`src/rtl/simd_alu_pkg.sv`:
```
package simd_alu_pkg;

   localparam int ESZ_W  = 2;
   localparam int OPC_W  = 4;
   localparam int SHAMT_W = 2;

   localparam logic [ESZ_W-1:0] ESZ_8   = 2'd0;
   localparam logic [ESZ_W-1:0] ESZ_16  = 2'd1;
   localparam logic [ESZ_W-1:0] ESZ_32  = 2'd2;
   localparam logic [ESZ_W-1:0] ESZ_RSV = 2'd3;

   localparam logic [OPC_W-1:0] OP_ADD    = 4'd0;
   localparam logic [OPC_W-1:0] OP_ADDSS  = 4'd1;
   localparam logic [OPC_W-1:0] OP_ADDUS  = 4'd2;
   localparam logic [OPC_W-1:0] OP_SUB    = 4'd3;
   localparam logic [OPC_W-1:0] OP_SUBSS  = 4'd4;
   localparam logic [OPC_W-1:0] OP_SUBUS  = 4'd5;
   localparam logic [OPC_W-1:0] OP_AVG    = 4'd6;
   localparam logic [OPC_W-1:0] OP_SHLADD = 4'd7;
   localparam logic [OPC_W-1:0] OP_CMPEQ  = 4'd8;
   localparam logic [OPC_W-1:0] OP_CMPGT  = 4'd9;
   localparam logic [OPC_W-1:0] OP_MULLO  = 4'd10;
   localparam logic [OPC_W-1:0] OP_LAST   = OP_MULLO;

   localparam int NUM_SIZES = 3;

endpackage

```
`src/rtl/simd_lane.sv`:
```
module simd_lane
   import simd_alu_pkg::*;
#(
   parameter int W       = 8,
   parameter bit HAS_MUL = 1'b0
) (
   input  logic [W-1:0]       a,
   input  logic [W-1:0]       b,
   input  logic [OPC_W-1:0]   op,
   input  logic [SHAMT_W-1:0] k,
   output logic [W-1:0]       y
);

   localparam logic [W-1:0] SMAX = {1'b0, {(W-1){1'b1}}};
   localparam logic [W-1:0] SMIN = {1'b1, {(W-1){1'b0}}};

   logic [W:0]   sum;
   logic [W:0]   diff;
   logic [W-1:0] avg;
   logic [W-1:0] shl_acc;
   logic [W-1:0] mul_lo;
   logic         add_ovf;
   logic         sub_ovf;
   logic         gt_s;

   always_comb begin
      sum     = {1'b0, a} + {1'b0, b};
      diff    = {1'b0, a} - {1'b0, b};
      add_ovf = (a[W-1] == b[W-1]) && (sum[W-1] != a[W-1]);
      sub_ovf = (a[W-1] != b[W-1]) && (diff[W-1] != a[W-1]);
      // halves added first so the rounded mean never needs a wider adder
      avg     = (a >> 1) + (b >> 1) + {{(W-1){1'b0}}, a[0] | b[0]};
      shl_acc = (a << k) + b;
      gt_s    = $signed(a) > $signed(b);
   end

   generate
      if (HAS_MUL) begin : g_mul
         assign mul_lo = a * b;
      end else begin : g_nomul
         assign mul_lo = '0;
      end
   endgenerate

   always_comb begin
      unique case (op)
         OP_ADD:    y = sum[W-1:0];
         OP_ADDSS:  y = add_ovf ? (a[W-1] ? SMIN : SMAX) : sum[W-1:0];
         OP_ADDUS:  y = sum[W] ? '1 : sum[W-1:0];
         OP_SUB:    y = diff[W-1:0];
         OP_SUBSS:  y = sub_ovf ? (a[W-1] ? SMIN : SMAX) : diff[W-1:0];
         OP_SUBUS:  y = diff[W] ? '0 : diff[W-1:0];
         OP_AVG:    y = avg;
         OP_SHLADD: y = shl_acc;
         OP_CMPEQ:  y = (a == b) ? '1 : '0;
         OP_CMPGT:  y = gt_s ? '1 : '0;
         OP_MULLO:  y = mul_lo;
         default:   y = '0;
      endcase
   end

endmodule

```
`src/rtl/simd_width_slice.sv`:
```
module simd_width_slice
   import simd_alu_pkg::*;
#(
   parameter int DATA_W  = 64,
   parameter int LANE_W  = 8,
   parameter bit HAS_MUL = 1'b0
) (
   input  logic [DATA_W-1:0]  a,
   input  logic [DATA_W-1:0]  b,
   input  logic [OPC_W-1:0]   op,
   input  logic [SHAMT_W-1:0] k,
   output logic [DATA_W-1:0]  y
);

   localparam int LANES = DATA_W / LANE_W;

   generate
      if (DATA_W % LANE_W != 0) begin : g_bad_split
         $error("simd_width_slice: DATA_W must be a multiple of LANE_W");
      end
      for (genvar i = 0; i < LANES; i++) begin : g_lane
         simd_lane #(
            .W       (LANE_W),
            .HAS_MUL (HAS_MUL)
         ) u_lane (
            .a  (a[i*LANE_W +: LANE_W]),
            .b  (b[i*LANE_W +: LANE_W]),
            .op (op),
            .k  (k),
            .y  (y[i*LANE_W +: LANE_W])
         );
      end
   endgenerate

endmodule

```
`src/rtl/simd_op_decode.sv`:
```
module simd_op_decode
   import simd_alu_pkg::*;
#(
   parameter int MUL_W = 16
) (
   input  logic [ESZ_W-1:0]   sz,
   input  logic [OPC_W-1:0]   op,
   input  logic [SHAMT_W-1:0] k,
   output logic               legal
);

   logic [ESZ_W-1:0] mul_sz;

   always_comb begin
      unique case (MUL_W)
         8:       mul_sz = ESZ_8;
         32:      mul_sz = ESZ_32;
         default: mul_sz = ESZ_16;
      endcase
   end

   always_comb begin
      legal = 1'b1;
      if (sz == ESZ_RSV)                    legal = 1'b0;
      if (op > OP_LAST)                     legal = 1'b0;
      if (op == OP_SHLADD && k == '0)       legal = 1'b0;
      if (op == OP_MULLO && sz != mul_sz)   legal = 1'b0;
   end

endmodule

```
`src/rtl/simd_out_stage.sv`:
```
module simd_out_stage #(
   parameter int DATA_W     = 64,
   parameter bit REGISTERED = 1'b1
) (
   input  logic              clk,
   input  logic              rst_n,
   input  logic              legal,
   input  logic [DATA_W-1:0] d,
   output logic [DATA_W-1:0] q,
   output logic              bad
);

   logic [DATA_W-1:0] d_gated;

   assign d_gated = legal ? d : '0;

   generate
      if (REGISTERED) begin : g_reg
         always_ff @(posedge clk or negedge rst_n) begin
            if (!rst_n) begin
               q   <= '0;
               bad <= 1'b0;
            end else begin
               q   <= d_gated;
               bad <= !legal;
            end
         end
      end else begin : g_comb
         assign q   = d_gated;
         assign bad = !legal;
      end
   endgenerate

endmodule

```
`src/rtl/simd_media_alu.sv`:
```
module simd_media_alu
   import simd_alu_pkg::*;
#(
   parameter int DATA_W     = 64,
   parameter int MUL_W      = 16,
   parameter bit REGISTERED = 1'b1
) (
   input  logic               clk,
   input  logic               rst_n,
   input  logic [DATA_W-1:0]  op_a,
   input  logic [DATA_W-1:0]  op_b,
   input  logic [ESZ_W-1:0]   elem_sz,
   input  logic [OPC_W-1:0]   op_sel,
   input  logic [SHAMT_W-1:0] shl_amt,
   output logic [DATA_W-1:0]  res,
   output logic               bad_op
);

   localparam int MAX_LANE_W = 8 << (NUM_SIZES - 1);

   logic [DATA_W-1:0] slice_y [NUM_SIZES];
   logic [DATA_W-1:0] sel_y;
   logic              legal;

   generate
      if (DATA_W % MAX_LANE_W != 0) begin : g_chk_w
         $error("simd_media_alu: DATA_W must be a multiple of the widest lane");
      end
      if (MUL_W != 8 && MUL_W != 16 && MUL_W != 32) begin : g_chk_mul
         $error("simd_media_alu: MUL_W must be 8, 16 or 32");
      end
      for (genvar g = 0; g < NUM_SIZES; g++) begin : g_size
         simd_width_slice #(
            .DATA_W  (DATA_W),
            .LANE_W  (8 << g),
            .HAS_MUL ((8 << g) == MUL_W)
         ) u_slice (
            .a  (op_a),
            .b  (op_b),
            .op (op_sel),
            .k  (shl_amt),
            .y  (slice_y[g])
         );
      end
   endgenerate

   always_comb begin
      unique case (elem_sz)
         ESZ_8:   sel_y = slice_y[0];
         ESZ_16:  sel_y = slice_y[1];
         ESZ_32:  sel_y = slice_y[2];
         default: sel_y = '0;
      endcase
   end

   simd_op_decode #(
      .MUL_W (MUL_W)
   ) u_dec (
      .sz    (elem_sz),
      .op    (op_sel),
      .k     (shl_amt),
      .legal (legal)
   );

   simd_out_stage #(
      .DATA_W     (DATA_W),
      .REGISTERED (REGISTERED)
   ) u_out (
      .clk   (clk),
      .rst_n (rst_n),
      .legal (legal),
      .d     (sel_y),
      .q     (res),
      .bad   (bad_op)
   );

endmodule

```
`config.mk`:
```
export PLATFORM = sky130hd
export DESIGN_NAME = simd_media_alu
export DESIGN_NICKNAME = d
export VERILOG_FILES = /design/src/rtl/simd_alu_pkg.sv /design/src/rtl/simd_lane.sv /design/src/rtl/simd_width_slice.sv /design/src/rtl/simd_op_decode.sv /design/src/rtl/simd_out_stage.sv /design/src/rtl/simd_media_alu.sv
export SDC_FILE = /design/constraint.sdc
export NUM_CORES = 2
export LEC_CHECK = 0
export ABC_AREA = 1
export BUFFER_PORTS_ARGS = -buffer_cell sky130_fd_sc_hd__buf_2
export CAP_MARGIN = 15
export CELL_PAD_IN_SITES_DETAIL_PLACEMENT = 2
export CELL_PAD_IN_SITES_GLOBAL_PLACEMENT = 2
export CORE_UTILIZATION = 35
export DETAILED_ROUTE_END_ITERATION = 6
export PLACE_DENSITY = 0.86
export SLEW_MARGIN = 10
export SYNTH_ARGS = -nofsm -noshare
export SYNTH_HDL_FRONTEND = slang
export SYNTH_HIERARCHICAL = 1
export SYNTH_SLANG_ARGS = --single-unit
export TNS_END_PERCENT = 50
```
`constraint.sdc`:
```
create_clock -name clk -period 0.8 [get_ports clk]
set_input_delay 0.12 -clock clk [delete_from_list [all_inputs] [get_ports clk]]
set_output_delay 0.12 -clock clk [all_outputs]
set_load 0.02 [all_outputs]
```
==> results of run 1 <==
## per-stage QoR
step | cell area (um^2) | TNS, ns | hold WS (ns)
floorplan | 79400 | -208.53 | -0.176
global placement | 108000 | -269.74 | 0.114
## cells by family after synthesis
logic type / after synthesis / share of synthesized area (%)
mux: 176 / 2.26
compound gates: 1662 / 12.2
fa+ha+maj: 1190 / 23.0
buf+inv: 2913 / 15.4
xor+xnor: 221 / 2.51
flops: 65 / 2.09
simple gates: 7708 / 42.6
==> metrics.csv, run 1 <==
metric,value,unit
Row Count,172,
Ys Warns,6,
most frequent cell after synthesis,nand2_1,
die span in x,474,um
Die Ht,474,um
Exit stage,3_5_place_dp,
Post-synth top cells,"4,343 x nand2_1, 2,381 x inv_1, 1,384 x nand3_1, 1,158 x nor2_1, 790 x ha_1",
Error,[ERROR DPL-0033] detailed placement checks failed during check placement.,
Post-Syn Instances,13935,
Post-synth EDFFs,0,
library cells used by synthesis,77,
Yosys top cell area share,20.9,%
status,did not finish,
Yosys reg bits,65,
sequential share of the synthesized area,2.09,%
initial core utilization,35.4,%
cell accounting for the most synthesized area,nand2_1,
gpl congestion,1.09,
ranking of synthesized cells by area,"nand2_1 21%, ha_1 13%, inv_1 11%",
Ports,203,
most used flip-flop cell after synthesis,dfrtp_1,
HPWL after detailed placement,656000,um
syn avg cell area,5.59,um^2
Syn Std Cell Area,0.0779,mm^2
"FFs w/ async S/R, synth",100,%
syn nets,15263,
Port Buffers,202,
==> run 2: changes to the inputs <==
Settings changed: CELL_PAD_IN_SITES_DETAIL_PLACEMENT 2 to unset, CELL_PAD_IN_SITES_GLOBAL_PLACEMENT 2 to unset, CORE_UTILIZATION 35 to 40, PLACE_DENSITY 0.86 to unset, PLACE_DENSITY_LB_ADDON set to 0.15.
==> run 2 against run 1 <==
Net effect:
- the flow now finishes, with violations (design-rule violations, negative setup slack)
- synthesized cell count unchanged
- synthesized area stayed put
==> metrics.csv, run 2 <==
metric,value,unit
status,"finished, violations left",
failing checks,"design-rule violations, negative setup slack",
GRT Overall Usage,40.2,%
Worst path slowest cell,fa_1,
part of the cycle the worst path needs,602,%
cell accounting for the most synthesized area,nand2_1,
drt first pass iters,7,
vias per inst,5.16,
"FFs w/ async S/R, synth",100,%
initial antenna violation count,30,
largest net degree at the start of global routing,37,
sequential share of the synthesized area,2.09,%
HPWL after detailed placement,347000,um
CP bufs+invs,10,
vias in the first global route,98214,
library cells used by synthesis,77,
family with the most delay on the worst path,adder cells,
share of layout cells above drive strength 1,31.6,%
max cap viols,0,
Worst-path clk slew,0.08,ns
Yosys top cell area share,20.9,%
top flop regs,"u_out/q x64, u_out/bad x1",
DRT iter0 DRCs,8870,
Syn Std Cell Area,0.0779,mm^2
Layout Cells excl Fill,20055,
worst stage delay on the critical path,0.54,ns
via count,103466,
Lkg Pwr,66.6,nW
fin nets,18814,
ranking of synthesized cells by area,"nand2_1 21%, ha_1 13%, inv_1 11%",
most frequent cells in the layout,"4,120 x nand2_1, 3,454 x buf_4, 2,174 x inv_1",
GR Overflow Total,0,
Filler Cell Count,19436,
Final WS setup,-4.01,ns
f_max,208,MHz
worst path required time,1.18,ns
CP arrival,5.19,ns
fin. max-slew vios,0,
WL/cell,20.4,um
Die Ht,443,um
"most used cell, CP",fa_1,
placed cells,19763,
syn avg cell area,5.59,um^2
syn nets,15263,
crit path launch type,input pin,
Fin. Hold Viols,0,
pin slew with the least headroom to its limit,0.679,ns
Ys Warns,6,
clock tree buffer depth,2,
Post-Syn Instances,13935,
Area Overhead vs Synth,48.5,%
Setup Viol. Count Final,130,
Period minus WS final,4.81,ns
TritonCTS clock tree,done,
Clock Root Buffer,clkbuf_16,
Slew headroom,54.5,%
CP max FO,4,
first-pass GRT wire length,602000,um
Ports,203,
die area,0.197,mm^2
most used flip-flop cell after synthesis,dfrtp_1,
DRC violations left,1,
HP Class,input pin to asynchronous set/reset pin,
final WL,409000,um
RSZ-0062 raised after global routing,true,
Biggest register,u_out/q,
# clock sinks,65,
Row Count,161,
Post-synth top cells,"4,343 x nand2_1, 2,381 x inv_1, 1,384 x nand3_1, 1,158 x nor2_1, 790 x ha_1",
setup tns final,-244.18,ns
Post-DRT Antenna Nets,0,
die span in x,443,um
htree depth,3,
endpoint class of the critical path,flop,
most frequent cell after synthesis,nand2_1,
gpl congestion,1.08,
Post-synth EDFFs,0,
maximum vdd drop,4240,uV
number of flip-flops under the largest register name,64,
Port Buffers,202,
"commonest non-fill, non-tap cell in the layout",nand2_1,
Yosys reg bits,65,
pwr/cell area,1600,mW/mm^2
CORE AREA,0.193,mm^2
initial core utilization,40.4,%
CP Class,input pin to flop,
TritonCTS Buffers,9,
run 2: cell counts after synthesis:
No cell type changed its count.
run 2: power breakdown:
| part | total (W) | internal (W) | leakage [nW] | switching (W) |
|---|---|---|---|---|
| registers | 0.00395 | 0.00363 | 0.868 | 0.000319 |
| logic | 0.176 | 0.0778 | 65.6 | 0.0979 |
| clock network | 0.00492 | 0.00215 | 0.135 | 0.00277 |
| total | 0.185 | 0.0836 | 66.6 | 0.101 |
run 2: how the worst max path moves through the flow:
stage / startpoint / to / slack, ns / cells past startpoint
floorplan: op_a[37] / u_out/q[47] / -4.03 / 29
global placement: op_a[7] / u_out/q[15] / -4.73 / 22
detailed placement: op_a[7] / u_out/q[15] / -4.70 / 22
CTS: op_a[5] / u_out/q[13] / -3.98 / 29
global route: op_a[58] / u_out/q[62] / -4.21 / 24
finish: op_b[5] / u_out/q[14] / -4.01 / 27
run 2: what timing repair did:
item                       CTS  global route
pin swaps                  451           482
gates resized for setup    915           658
hold buffers                 1             0
gates cloned                 0             5
setup endpoints to repair  130           130
hold endpoints to repair    65             0
buffers inserted           156           106
run 2: area by class of cell:
class / instances / area, um^2 / area share, %
clock inverters: 7 / 61.3 / 0.0530
inverters: 2521 / 9580 / 8.28
diodes: 38 / 95.1 / 0.0822
well taps: 2526 / 3160 / 2.73
multi-input cells: 10958 / 69000 / 59.7
flip-flops and latches: 65 / 1640 / 1.42
clock buffers: 9 / 225 / 0.195
repair buffers: 3931 / 31900 / 27.6
run 2: metal layers:
metal	global-route usage [%]	share of wire [%]	up-vias
met2	64.7	44	3922
met3	4.23	6.6	893
met5	0	0.016	-
met1	50.9	41	47539
li1	-	-	51104
met4	26.3	7.8	8
run 2: logic make-up after synthesis:
logic type	Yosys count	synth area share, %
xor+xnor	221	2.51
buf+inv	2913	15.4
simple gates	7708	42.6
compound gates	1662	12.2
fa+ha+maj	1190	23.0
mux	176	2.26
flops	65	2.09
run 2: worst min-delay path: stages:
cell	delay, ns
dlygate4sd3_1	0.54
buf_4	0.13
buf_12	0.20
run 2: stage by stage:
step,total power [W],utilization [%],hold slack (ns),area [um^2],worst slack [ns]
2_1_floorplan,0.0923,-,-0.176,79400,-4.03
3_3_place_gp,0.151,55.8,0.0870,108000,-4.73
3_5_place_dp,0.151,55.8,0.0810,108000,-4.70
4_1_cts,0.172,58.3,0.126,113000,-3.98
5_1_grt,0.200,59.9,0.176,116000,-4.21
6_report,0.185,60.0,0.158,116000,-4.01
Power figures use the tool's default switching activity.
